--- src/rtl/twire_pkg.sv ---
package twire_pkg;
  typedef enum logic [2:0] {
    ST_IDLE,
    ST_DIR,
    ST_CES,
    ST_LEAD,
    ST_HIGH,
    ST_LOW
  } twire_state_e;
endpackage

--- src/rtl/twire_timer.sv ---
module twire_timer #(
  parameter int W = 8
) (
  input  logic         clk,
  input  logic         rst_n,
  input  logic         load,
  input  logic [W-1:0] load_val,
  output logic         expired
);
  logic [W-1:0] cnt;

  always_ff @(posedge clk or negedge rst_n) begin
    if (!rst_n)            cnt <= '0;
    else if (load)         cnt <= load_val;
    else if (cnt != '0)    cnt <= cnt - 1'b1;
  end

  assign expired = (cnt == '0);
endmodule

--- src/rtl/twire_shifter.sv ---
module twire_shifter #(
  parameter int MAX_BITS = 64,
  parameter int IW       = $clog2(MAX_BITS + 1)
) (
  input  logic                clk,
  input  logic                rst_n,
  input  logic                load,
  input  logic                load_read,
  input  logic [IW-1:0]       load_nbits,
  input  logic [MAX_BITS-1:0] load_frame,
  input  logic                capture,
  input  logic                advance,
  input  logic                din,
  output logic                cur_bit,
  output logic                nxt_bit,
  output logic                last,
  output logic                empty,
  output logic [MAX_BITS-1:0] rx_frame
);
  logic [MAX_BITS-1:0] tx;
  logic [IW-1:0]       idx;
  logic [IW-1:0]       nbits;

  always_ff @(posedge clk or negedge rst_n) begin
    if (!rst_n) begin
      tx    <= '0;
      idx   <= '0;
      nbits <= '0;
    end else if (load) begin
      tx    <= load_frame;
      idx   <= '0;
      nbits <= load_nbits;
    end else if (advance) begin
      tx    <= tx >> 1;
      idx   <= idx + 1'b1;
    end
  end

  for (genvar i = 0; i < MAX_BITS; i++) begin : g_rx
    always_ff @(posedge clk or negedge rst_n) begin
      if (!rst_n)                         rx_frame[i] <= 1'b0;
      else if (load && load_read)         rx_frame[i] <= 1'b0;
      else if (capture && idx == IW'(i))  rx_frame[i] <= din;
    end
  end

  assign cur_bit = tx[0];
  assign nxt_bit = tx[1];
  assign last    = ((idx + 1'b1) == nbits);
  assign empty   = (nbits == '0);
endmodule

--- src/rtl/twire_master.sv ---
module twire_master #(
  parameter int MAX_BITS   = 64,
  parameter int CYC_PER_US = 50,
  parameter int SETUP_US   = 1,
  parameter int HALF_US    = 10,
  parameter int NBW        = $clog2(MAX_BITS + 1)
) (
  input  logic                clk,
  input  logic                rst_n,
  input  logic                start_valid,
  output logic                start_ready,
  input  logic                start_write,
  input  logic [NBW-1:0]      start_nbits,
  input  logic [MAX_BITS-1:0] start_frame,
  output logic [MAX_BITS-1:0] rd_frame,
  output logic                busy,
  output logic                done,
  output logic                bus_ce,
  output logic                bus_wr,
  output logic                bus_sclk,
  output logic                bus_dout,
  output logic                bus_doe,
  input  logic                bus_din
);
  import twire_pkg::*;

  localparam int SETUP_CYC = SETUP_US * CYC_PER_US;
  localparam int HALF_CYC  = HALF_US * CYC_PER_US;
  localparam int MAX_CYC   = (SETUP_CYC > HALF_CYC) ? SETUP_CYC : HALF_CYC;
  localparam int TW        = $clog2(MAX_CYC + 1);

  twire_state_e st, nxt;
  logic          t_load, t_exp;
  logic [TW-1:0] t_val;
  logic          sh_load, cap, adv, fin;
  logic          rd_mode;
  logic          cur_bit, nxt_bit, last, empty;

  twire_timer #(.W(TW)) u_timer (
    .clk(clk), .rst_n(rst_n), .load(t_load), .load_val(t_val), .expired(t_exp)
  );

  twire_shifter #(.MAX_BITS(MAX_BITS), .IW(NBW)) u_shift (
    .clk(clk), .rst_n(rst_n), .load(sh_load), .load_read(!start_write),
    .load_nbits(start_nbits), .load_frame(start_frame), .capture(cap),
    .advance(adv), .din(bus_din), .cur_bit(cur_bit), .nxt_bit(nxt_bit),
    .last(last), .empty(empty), .rx_frame(rd_frame)
  );

  always_comb begin
    nxt     = st;
    t_load  = 1'b0;
    t_val   = '0;
    sh_load = 1'b0;
    cap     = 1'b0;
    adv     = 1'b0;
    fin     = 1'b0;
    case (st)
      ST_IDLE: if (start_valid) begin
        nxt = ST_DIR; t_load = 1'b1; t_val = TW'(SETUP_CYC - 1); sh_load = 1'b1;
      end
      ST_DIR: if (t_exp) begin
        nxt = ST_CES; t_load = 1'b1; t_val = TW'(SETUP_CYC - 1);
      end
      ST_CES: if (t_exp) begin
        if (empty) begin
          nxt = ST_IDLE; fin = 1'b1;
        end else begin
          nxt = ST_LEAD; t_load = 1'b1;
        end
      end
      ST_LEAD: if (t_exp) begin
        nxt = ST_HIGH; t_load = 1'b1; t_val = TW'(HALF_CYC - 1);
      end
      ST_HIGH: if (t_exp) begin
        nxt = ST_LOW; t_load = 1'b1; t_val = TW'(HALF_CYC - 1); cap = rd_mode;
      end
      ST_LOW: if (t_exp) begin
        if (last) begin
          nxt = ST_IDLE; fin = 1'b1;
        end else begin
          nxt = ST_LEAD; t_load = 1'b1; adv = 1'b1;
        end
      end
      default: nxt = ST_IDLE;
    endcase
  end

  always_ff @(posedge clk or negedge rst_n) begin
    if (!rst_n) begin
      st       <= ST_IDLE;
      done     <= 1'b0;
      rd_mode  <= 1'b0;
      bus_ce   <= 1'b0;
      bus_wr   <= 1'b0;
      bus_sclk <= 1'b0;
      bus_dout <= 1'b0;
      bus_doe  <= 1'b0;
    end else begin
      st   <= nxt;
      done <= fin;
      if (st == ST_IDLE && start_valid) begin
        bus_wr  <= start_write;
        bus_doe <= start_write;
        rd_mode <= !start_write;
      end
      if (st == ST_DIR && t_exp) bus_ce <= 1'b1;
      if (st == ST_CES && t_exp && !empty) bus_dout <= !rd_mode && cur_bit;
      if (st == ST_LEAD && t_exp) bus_sclk <= 1'b1;
      if (st == ST_HIGH && t_exp) bus_sclk <= 1'b0;
      if (st == ST_LOW && t_exp && !last) bus_dout <= !rd_mode && nxt_bit;
      if (fin) begin
        bus_ce   <= 1'b0;
        bus_wr   <= 1'b0;
        bus_doe  <= 1'b0;
        bus_dout <= 1'b0;
      end
    end
  end

  assign busy        = (st != ST_IDLE);
  assign start_ready = (st == ST_IDLE);
endmodule

--- config.mk ---
export PLATFORM = sky130hd
export DESIGN_NAME = twire_master
export DESIGN_NICKNAME = d
export VERILOG_FILES = /design/src/rtl/twire_pkg.sv /design/src/rtl/twire_timer.sv /design/src/rtl/twire_shifter.sv /design/src/rtl/twire_master.sv
export SDC_FILE = /design/constraint.sdc
export NUM_CORES = 1
export LEC_CHECK = 0
export CAP_MARGIN = 40
export CORE_MARGIN = 8
export CORE_UTILIZATION = 30
export DETAILED_ROUTE_END_ITERATION = 7
export DONT_BUFFER_PORTS = 1
export HOLD_SLACK_MARGIN = 0.15
export SYNTH_ARGS = -nofsm -noshare
export SYNTH_HDL_FRONTEND = slang
export SYNTH_HIERARCHICAL = 1
export SYNTH_SLANG_ARGS = --single-unit
--- constraint.sdc ---
create_clock -name clk -period 3.55 [get_ports clk]
set_clock_uncertainty 0.15 [all_clocks]
set_input_delay 0.8875 -clock clk [delete_from_list [all_inputs] [get_ports clk]]
set_output_delay 0.8875 -clock clk [all_outputs]
set_load 0.02 [all_outputs]
==> results of run 1 <==
==> cell type report <==
class | instances | area share
Sequential cell | 160 | 0.447
Inverter | 11 | 0.00475
Timing Repair Buffer | 28 | 0.0291
Clock inverter | 15 | 0.0208
Tap cell | 335 | 0.0468
Clock buffer | 17 | 0.0475
Multi-Input combinational cell | 604 | 0.403
Antenna cell | 1 | 0.000280
==> kinds of logic (layout without fill, tap and decap cells) <==
family                   Yosys count  after routing  share of synthesized area
flip-flops                       160            160                      0.503
XOR/XNOR                          18             18                     0.0198
adder cells (fa/ha/maj)            5              5                    0.00787
buffers and inverters             79             71                     0.0445
multiplexers                      80             80                      0.102
other                              1              3                   0.000471
AND/OR/NAND/NOR                  292            292                      0.180
AO/OA/AOI/OAI                    207            207                      0.142
==> layout by cell type, fill, tap and decap left out, types with 7 or more instances in the layout <==
master	Yosys	final
clkbuf_16	0	17
dfrtp_1	160	160
nand3_1	39	39
nor2_1	55	55
mux2_2	7	7
mux2i_1	72	72
o21ai_0	121	121
inv_1	11	10
xnor2_1	12	12
a21oi_1	62	62
buf_4	5	24
nand2_1	130	130
nand3b_1	10	10
==> per-stage QoR <==
| step | utilization | instance area (um2) | cells | hold slack (ns) | setup WS [ns] |
|---|---|---|---|---|---|
| CTS | 0.343 | 8950 | 1170 | -0.00654 | 0.253 |
| floorplan | - | 7960 | 843 | 0.345 | 0.0499 |
| global route | 0.343 | 8950 | 1170 | -0.0126 | 0.0431 |
| global placement | 0.320 | 8340 | 1138 | 0.359 | 0.345 |
| finish | 0.343 | 8950 | 1171 | 0.0125 | 0.271 |
| detailed placement | 0.320 | 8340 | 1138 | 0.392 | 0.263 |
==> final timing paths <==
| kind | depth (start not counted) | slack [ns] | end | start |
|---|---|---|---|---|
| hold reg to reg | 2 | 0.40 | u_timer/cnt[6] | u_timer/cnt[6] |
| max in group asynchronous | 0 | 3.04 | u_shift/tx[52] | rst_n |
| setup reg to reg | 11 | 0.27 | u_shift/rx_frame[5] | u_timer/cnt[0] |
| setup / recovery | 11 | 0.27 | u_shift/rx_frame[5] | u_timer/cnt[0] |
| hold / removal | 0 | 0.01 | u_timer/cnt[4] | rst_n |
| min in group clk | 1 | 0.40 | rd_mode | start_write |
==> sequential cells by signal, indices dropped and copies added (netlist names) <==
name / count
bus_ce: 1
bus_doe: 1
bus_dout: 1
bus_sclk: 1
done: 1
rd_mode: 1
st: 3
u_shift/idx: 7
u_shift/nbits: 7
u_shift/rx_frame: 64
u_shift/tx: 64
u_timer/cnt: 9
==> critical path, cell delays in order (launching register included) <==
cell and delay, ns:
dfrtp_1 0.40, inv_1 0.09, ha_1 0.22, or4b_1 0.47
or2_4 0.28, inv_1 0.07, nand2_1 0.10, nor4_1 0.24
buf_4 0.22, or4b_4 0.61, o21ai_0 0.22, a21oi_1 0.09
==> per-layer routing <==
layer | vias up | share of wire
met5 | - | 0.0018
met4 | 6 | 0.017
met3 | 25 | 0.088
met2 | 172 | 0.45
met1 | 2923 | 0.45
li1 | 2892 | -
==> power by group through the flow <==
| stage | logic (W) | clock network, W | registers (W) |
|---|---|---|---|
| CTS | 0.00175 | 0.00194 | 0.00386 |
| global placement | 0.00169 | 0 | 0.00389 |
| floorplan | 0.00151 | 0 | 0.00357 |
| global route | 0.00201 | 0.00201 | 0.00397 |
| detailed placement | 0.00175 | 0 | 0.00390 |
| finish | 0.00174 | 0.00187 | 0.00383 |
==> results.py, run 1 <==
metrics = {
    "outcome": {
        "status": "complete, no violations",
    },
    "logic_synthesis": {
        "synth_edf_count": 0,
        "synth_area_mm2": 0.00795,
        "yosys.area.top_type": "dfrtp_1",
        "synthTopCellsByArea": "dfrtp_1, mux2i_1, o21ai_0",
        "synth_top_area_frac": 0.503,
        "ys_top_cells_by_count": "dfrtp_1, nand2_1, o21ai_0, mux2i_1, a21oi_1",
        "yosysMostFrequentCell": "dfrtp_1",
        "synth-async-reset-ratio": 1.00,
        "synth_flop_cell": "dfrtp_1",
        "ys_ff_latch": 160,
        "synthCells": 842,
        "syn_avg_cell_area_um2": 9.45,
        "synth_cell_type_count": 61,
        "synth_warnings": 6,
        "seq_area_frac_synth": 0.503,
    },
    "pwr": {
        "clkPwrFrac": 0.252,
        "intPower_w": 0.00446,
        "ir_drop_v": 0.000363,
        "p_sw_w": 0.00298,
        "power.total_w": 0.00744,
        "sw_frac_of_total": 0.401,
        "seqPwrFrac": 0.514,
        "p_leak_nw": 3.37,
        "cellPowerDensity_mw_per_mm2": 831,
        "power_frac_comb": 0.234,
    },
    "setup_path": {
        "worst_ep_required_time_ns": 3.70,
        "arrival_ns": 3.43,
        "critPathMaxFanout": 20,
        "cp-end-kind": "register",
        "crit_type": "reg2reg",
        "cp-start-kind": "register",
    },
    "clocking": {
        "cts_buffers": 17,
        "ctsResizeCount": 0,
        "cts_sinks": 160,
        "cts_tree": "done",
        "cts_buffer_depth": 2,
        "htree_levels": 4,
        "clk_pin_slew_worst_paths_ns": 0.08,
        "post_cts_buffers": 0,
        "clkLatencyLatePin_ns": 0.42,
        "cts_root_buf": "clkbuf_16",
    },
    "routing": {
        "drt-total-wl_um": 20700,
        "drc": 0,
        "drt_iter0_markers": 331,
        "num_vias": 6018,
        "vias_per_cell": 5.14,
        "wl_per_cell_um": 17.7,
        "drtAntennaViolNets": 0,
        "drt_pass1_iterations": 5,
    },
    "floorplan": {
        "rows": 59,
        "die_width_um": 179,
        "coreArea_mm2": 0.0261,
        "die_area_mm2": 0.0320,
        "io_pins": 148,
        "die_height_um": 179,
        "initial_utilization": 0.305,
    },
    "global_routing": {
        "use_met3": 0.0489,
        "grt_pass1_wl_um": 32700,
        "antenna_found_initial": 4,
        "grt_usage": 0.129,
        "grt_pass1_vias": 5918,
        "grt_start_max_net_pins": 161,
        "globalRouteMet1Util": 0.168,
        "grt_overflow": 0,
        "grtUsageMet2": 0.197,
        "grt_busiest_layer": "met2",
    },
    "timing": {
        "drv_slew": 0,
        "slew_headroom": 0.461,
        "finalCriticalPeriod_ns": 3.28,
        "worstMarginPinSlew_ns": 0.803,
        "setup_viol": 0,
        "max_freq_ghz": 0.305,
        "hold_viol": 0,
        "fin_tns_setup_ns": 0,
        "rsz0062_at_grt": "no",
        "finalCritPeriodShare": 0.924,
    },
    "min_path": {
        "hp-class": "in2async",
    },
    "cells_and_area": {
        "seq_area_mm2": 0.00400,
        "multi_input_area_mm2": 0.00361,
        "fill_cells": 2646,
        "drive_above_1_share": 0.0958,
        "fin_nets": 903,
        "areaGrowthSynthToFinish_pct": 12.5,
    },
    "place": {
        "gp_congestion": 0.794,
        "io_buffers": 0,
        "dp_hpwl_um": 13900,
    },
    "job": {
        "drv_cap": 0,
    },
}
No activity file was read; power rests on OpenSTA's default activity.
==> inputs of run 2 (changes only) <==
--- a/config.mk
+++ b/config.mk
@@ -11,6 +11,7 @@
 export DETAILED_ROUTE_END_ITERATION = 7
 export DONT_BUFFER_PORTS = 1
 export HOLD_SLACK_MARGIN = 0.15
+export PLACE_DENSITY = 0.41
 export SYNTH_ARGS = -nofsm -noshare
 export SYNTH_HDL_FRONTEND = slang
 export SYNTH_HIERARCHICAL = 1
==> run 2 against run 1 <==
Compared with the run above:
- clock power is 4% lower
- maximum frequency fell by 5.2%
- worst hold slack improved by 0.0066 ns
- worst setup slack got worse by 0.18 ns
- combinational power hardly changed
- first-iteration DRC count fell by 6.9%
- global-route usage is 0.66 points higher
- sequential power about the same
- total power is 0.68% lower
==> results.py, run 2 (synthesis results as in run 1) <==
metrics = {
    "floorplan": {
        "die_height_um": 179,
        "initial_utilization": 0.305,
        "die_area_mm2": 0.0320,
        "die_width_um": 179,
        "coreArea_mm2": 0.0261,
        "io_pins": 148,
        "rows": 59,
    },
    "timing": {
        "fin_tns_setup_ns": 0,
        "hold_ws_ns": 0.0191,
        "finalCritPeriodShare": 0.974,
        "slew_headroom": 0.630,
        "hold_viol": 0,
        "max_freq_ghz": 0.289,
        "drv_slew": 0,
        "worstMarginPinSlew_ns": 0.554,
        "setup_viol": 0,
        "finalCriticalPeriod_ns": 3.46,
        "rsz0062_at_grt": "yes",
    },
    "cells_and_area": {
        "final_cell_mix": "dfrtp_1, nand2_1, o21ai_0, mux2i_1, a21oi_1",
        "fin_util": 0.341,
        "layout_commonest_cell": "dfrtp_1",
        "diodes": 0,
        "fill_cells": 2660,
        "fin_nets": 902,
        "areaGrowthSynthToFinish_pct": 11.6,
        "reg_top3": "u_shift/rx_frame x64, u_shift/tx x64, u_timer/cnt x9",
        "drive_above_1_share": 0.0959,
    },
    "global_routing": {
        "grt_pass1_wl_um": 34500,
        "grt_usage": 0.136,
        "antenna_found_initial": 7,
        "grt_overflow": 0,
        "grt_start_max_net_pins": 161,
        "grt_pass1_vias": 6146,
    },
    "clocking": {
        "cts_root_buf": "clkbuf_16",
        "cts_sinks": 160,
        "cts_buffers": 17,
        "clkLatencyLatePin_ns": 0.43,
        "cts_tree": "done",
        "cts_buffer_depth": 2,
        "htree_levels": 4,
        "clk_pin_slew_worst_paths_ns": 0.08,
    },
    "setup_path": {
        "reg2reg_slack_ns": 0.09,
        "cp-start-kind": "register",
        "slowest_delay_ns": 0.50,
        "cpLargestDelayFamily": "simple AND/OR/NAND/NOR gates",
        "crit_type": "reg2reg",
        "path_buf_inv": 4,
        "crit_chain": "inv_1 -> ha_1 -> or4b_1 -> or2_4 -> inv_1 -> nand2_1 -> or3_1 -> clkinv_2 -> buf_16 -> nand3_1 -> or3_1 -> a21oi_1",
        "cp_slowest_cell": "or4b_1",
        "critPathMaxFanout": 71,
        "cp-end-kind": "register",
        "worst_ep_required_time_ns": 3.74,
        "arrival_ns": 3.65,
    },
    "pwr": {
        "ir_drop_v": 0.000325,
        "p_leak_nw": 3.33,
        "cellPowerDensity_mw_per_mm2": 833,
    },
    "place": {
        "dp_hpwl_um": 14100,
        "gp_congestion": 0.771,
        "io_buffers": 0,
    },
    "routing": {
        "drt_pass1_iterations": 5,
        "drt-total-wl_um": 21600,
        "num_vias": 6011,
        "drtAntennaViolNets": 0,
        "wl_per_cell_um": 18.5,
        "vias_per_cell": 5.14,
        "drc": 0,
        "drt_iter0_markers": 308,
    },
    "job": {
        "drv_cap": 0,
    },
    "outcome": {
        "status": "complete, no violations",
    },
    "min_path": {
        "hp-class": "in2async",
    },
}
[run 2: timing repair]
| item | in CTS | in global routing |
|---|---|---|
| gates resized for setup | 0 | 3 |
| buffers inserted | 0 | 0 |
| setup endpoints to repair | 0 | 23 |
| hold endpoints to repair | 160 | 160 |
[run 2: power by group]
| group | total (W) | leakage [nW] | switching, W | internal (W) |
|---|---|---|---|---|
| sequential | 0.00385 | 1.98 | 0.00117 | 0.00267 |
| clock | 0.00179 | 0.270 | 0.000849 | 0.000942 |
| combinational | 0.00175 | 1.07 | 0.000926 | 0.000825 |
[run 2: final cells by class]
type	instances	area [um2]	area share
multi-input combinational	604	3610	0.407
inverter	11	42.5	0.00479
timing repair buffer	27	235	0.0265
sequential	160	4010	0.451
clock inverter	13	116	0.0131
clock buffer	19	443	0.0499
tap	335	419	0.0472
[run 2: layer usage]
layer,up-vias,routed length (um),GRT usage
li1,2896,-,-
met1,2906,9590,0.172
met2,167,9880,0.213
met3,28,1810,0.0520
met4,14,225,0.0365
met5,-,90,0
[run 2: path summary, 6_finish.rpt]
check                                    start                   end  cells past startpoint
max in group asynchronous                rst_n        u_shift/tx[13]                      0
worst max register to register  u_timer/cnt[0]        u_shift/idx[5]                     12
worst max-delay path            u_timer/cnt[0]        u_shift/idx[5]                     12
worst min-delay path                     rst_n  u_shift/rx_frame[57]                      0
min in group clk                       rd_mode               rd_mode                      2
worst min register to register         rd_mode               rd_mode                      2
[run 2: worst reg2reg max path, delay by kind of cell, from the launching register on]
kind	cells	cell delay, ns
buffers and inverters	4	0.59
adder cells (fa/ha/maj)	1	0.22
AND/OR/NAND/NOR	6	1.84
AO/OA/AOI/OAI	1	0.16
flip-flops	1	0.40
[run 2: metrics by stage]
step	cell area, um2	total power (W)	cells	setup WS, ns
floorplan	7960	0.00508	843	0.0499
CTS	8860	0.00751	1169	0.0181
finish	8870	0.00739	1169	0.0921
global placement	8300	0.00559	1137	0.132
global route	8870	0.00796	1169	-0.123
detailed placement	8300	0.00568	1137	0.0419
==> inputs of run 3 (changes only) <==
--- a/config.mk
+++ b/config.mk
@@ -7,11 +7,11 @@
 export LEC_CHECK = 0
 export CAP_MARGIN = 40
 export CORE_MARGIN = 8
-export CORE_UTILIZATION = 30
+export CORE_UTILIZATION = 51
 export DETAILED_ROUTE_END_ITERATION = 7
 export DONT_BUFFER_PORTS = 1
 export HOLD_SLACK_MARGIN = 0.15
-export PLACE_DENSITY = 0.41
+export PLACE_DENSITY = 0.65
 export SYNTH_ARGS = -nofsm -noshare
 export SYNTH_HDL_FRONTEND = slang
 export SYNTH_HIERARCHICAL = 1
==> constraint.sdc (replaced) <==
create_clock -name clk -period 2.9 [get_ports clk]
set_clock_uncertainty 0.15 [all_clocks]
set_input_delay 0.725 -clock clk [delete_from_list [all_inputs] [get_ports clk]]
set_output_delay 0.725 -clock clk [all_outputs]
set_load 0.02 [all_outputs]
==> run 3 against run 2 <==
Compared with the run above:
- the flow now finishes with violations (hold timing, setup timing)
- total power grew 27%
- utilization is 28 points higher
- non-clock buffer count rose by 58
- register-to-register slack worse by 0.10 ns
- sequential share of layout area decreased by 2.8 points
- critical path depth rose by 1
- final cell count down 7.5%
- flip-flop and latch count did not move
- maximum frequency is 19% higher
==> results.py, run 3 (synthesis results as in run 1) <==
metrics = {
    "global_routing": {
        "globalRouteMet1Util": 0.247,
        "grt_start_max_net_pins": 161,
        "grt_pass1_vias": 6181,
        "use_met3": 0.0628,
        "grt_usage": 0.195,
        "grt_overflow": 0,
        "grt_busiest_layer": "met2",
        "grtUsageMet2": 0.311,
        "grt_pass1_wl_um": 31400,
        "antenna_found_initial": 4,
    },
    "clocking": {
        "clkLatencyLatePin_ns": 0.42,
        "cts_buffer_depth": 2,
        "clk_pin_slew_worst_paths_ns": 0.06,
        "cts_buffers": 17,
        "htree_levels": 4,
        "cts_root_buf": "clkbuf_16",
        "cts_sinks": 160,
        "cts_tree": "done",
    },
    "timing": {
        "rsz0062_at_grt": "yes",
        "finalCriticalPeriod_ns": 2.91,
        "hold_ws_ns": -0.146,
        "final.setup.worst_slack_ns": -0.00922,
        "hold_viol": 160,
        "max_freq_ghz": 0.344,
        "worstMarginPinSlew_ns": 0.559,
        "finalCritPeriodShare": 1.00,
        "slew_headroom": 0.626,
        "drv_slew": 0,
        "setup_viol": 1,
    },
    "routing": {
        "drt_iter0_markers": 499,
        "drt_pass1_iterations": 4,
        "drtAntennaViolNets": 0,
        "wl_per_cell_um": 18.6,
        "drt-total-wl_um": 20100,
        "drc": 0,
        "vias_per_cell": 5.84,
        "num_vias": 6313,
    },
    "setup_path": {
        "slowest_delay_ns": 0.45,
        "crit_chain": "inv_2 -> ha_4 -> or4b_4 -> or2_4 -> inv_4 -> nand2_4 -> or3_4 -> inv_8 -> a211o_1 -> buf_12 -> inv_6 -> o311a_1 -> a221o_1",
        "worst_ep_required_time_ns": 3.05,
        "cpLargestDelayFamily": "simple AND/OR/NAND/NOR gates",
        "arrival_ns": 3.06,
        "reg2reg_depth": 13,
        "cp_slowest_cell": "or4b_4",
        "crit_type": "reg2reg",
        "cp-end-kind": "register",
        "path_buf_inv": 5,
        "cp_num_cells": 13,
        "critPathMaxFanout": 8,
        "cp-start-kind": "register",
    },
    "outcome": {
        "violations": "hold timing, setup timing",
        "status": "complete, but fails checks",
    },
    "place": {
        "gp_congestion": 0.819,
        "io_buffers": 0,
        "dp_hpwl_um": 13000,
        "placed_area_mm2": 0.00853,
        "dp_slack_ns": -0.0781,
    },
    "job": {
        "drv_cap": 0,
    },
    "cells_and_area": {
        "fill_cells": 1252,
        "reg_top3": "u_shift/rx_frame x64, u_shift/tx x64, u_timer/cnt x9",
        "fin_area_mm2": 0.00946,
        "layout_commonest_cell": "dfrtp_1",
        "final_cell_mix": "dfrtp_1, nand2_1, o21ai_0, mux2i_1, buf_4",
        "multi_input_area_mm2": 0.00383,
        "areaGrowthSynthToFinish_pct": 19.0,
        "seq_area_mm2": 0.00401,
        "drive_above_1_share": 0.194,
        "fin_nets": 962,
    },
    "floorplan": {
        "die_height_um": 141,
        "coreArea_mm2": 0.0152,
        "die_area_mm2": 0.0198,
        "die_width_um": 141,
        "initial_utilization": 0.523,
        "io_pins": 148,
        "rows": 45,
    },
    "min_path": {
        "hp-class": "in2async",
    },
    "pwr": {
        "power.total_w": 0.00941,
        "cellPowerDensity_mw_per_mm2": 995,
        "p_leak_nw": 3.70,
        "ir_drop_v": 0.000514,
    },
}
## run 3: cell types whose count changed in the layout (fill, tap and decap cells not counted), moves of 4 or more
cell,before,now
inv_2,0,4
buf_12,1,5
buf_4,25,69
o21ai_0,121,81
buf_6,0,7
o21ai_1,1,33
inv_1,10,4
o21ai_2,0,8
inv_6,6,2
## run 3: final timing paths
kind,startpoint,end,slack (ns)
max reg2reg,u_timer/cnt[0],u_timer/cnt[7],-0.009
min,rst_n,u_timer/cnt[8],-0.15
min in group clk,start_write,rd_mode,0.24
max in group asynchronous,rst_n,bus_sclk,2.41
max,u_timer/cnt[0],u_timer/cnt[7],-0.009
min reg2reg,rd_mode,rd_mode,0.39
## run 3: final cells by class
cell class	instances	area share
sequential	160	0.423
multi-input combinational	606	0.404
timing repair buffer	85	0.0845
clock buffer	20	0.0472
tap	188	0.0249
clock inverter	10	0.00952
inverter	11	0.00595
antenna	1	0.000264
## run 3: per-stage QoR
step	TNS, ns	utilization	instances
after global placement	0	0.561	1032
after global routing	-3.24	0.622	1081
after detailed placement	-2.23	0.561	1032
final	-0.00922	0.622	1081
after CTS	-0.0578	0.598	1062
after floorplan	-2.60	-	843
## run 3: timing repair
item                       in CTS  in global routing
buffers inserted                0                 12
cloned                          0                  6
pin swaps                       0                  6
gates resized for setup         5                 69
setup endpoints to repair      66                121
hold endpoints to repair      160                160
## run 3: per-layer routing
metal | wire (um) | up-vias
li1 | - | 3026
met1 | 8610 | 3054
met2 | 9630 | 198
met3 | 1510 | 29
met4 | 331 | 6
met5 | 29 | -
## run 3: where the power goes
group / switching [W] / internal [W] / total (W)
Sequential: 0.00135 / 0.00328 / 0.00462
Clock: 0.000882 / 0.00119 / 0.00207
Combinational: 0.00142 / 0.00130 / 0.00272
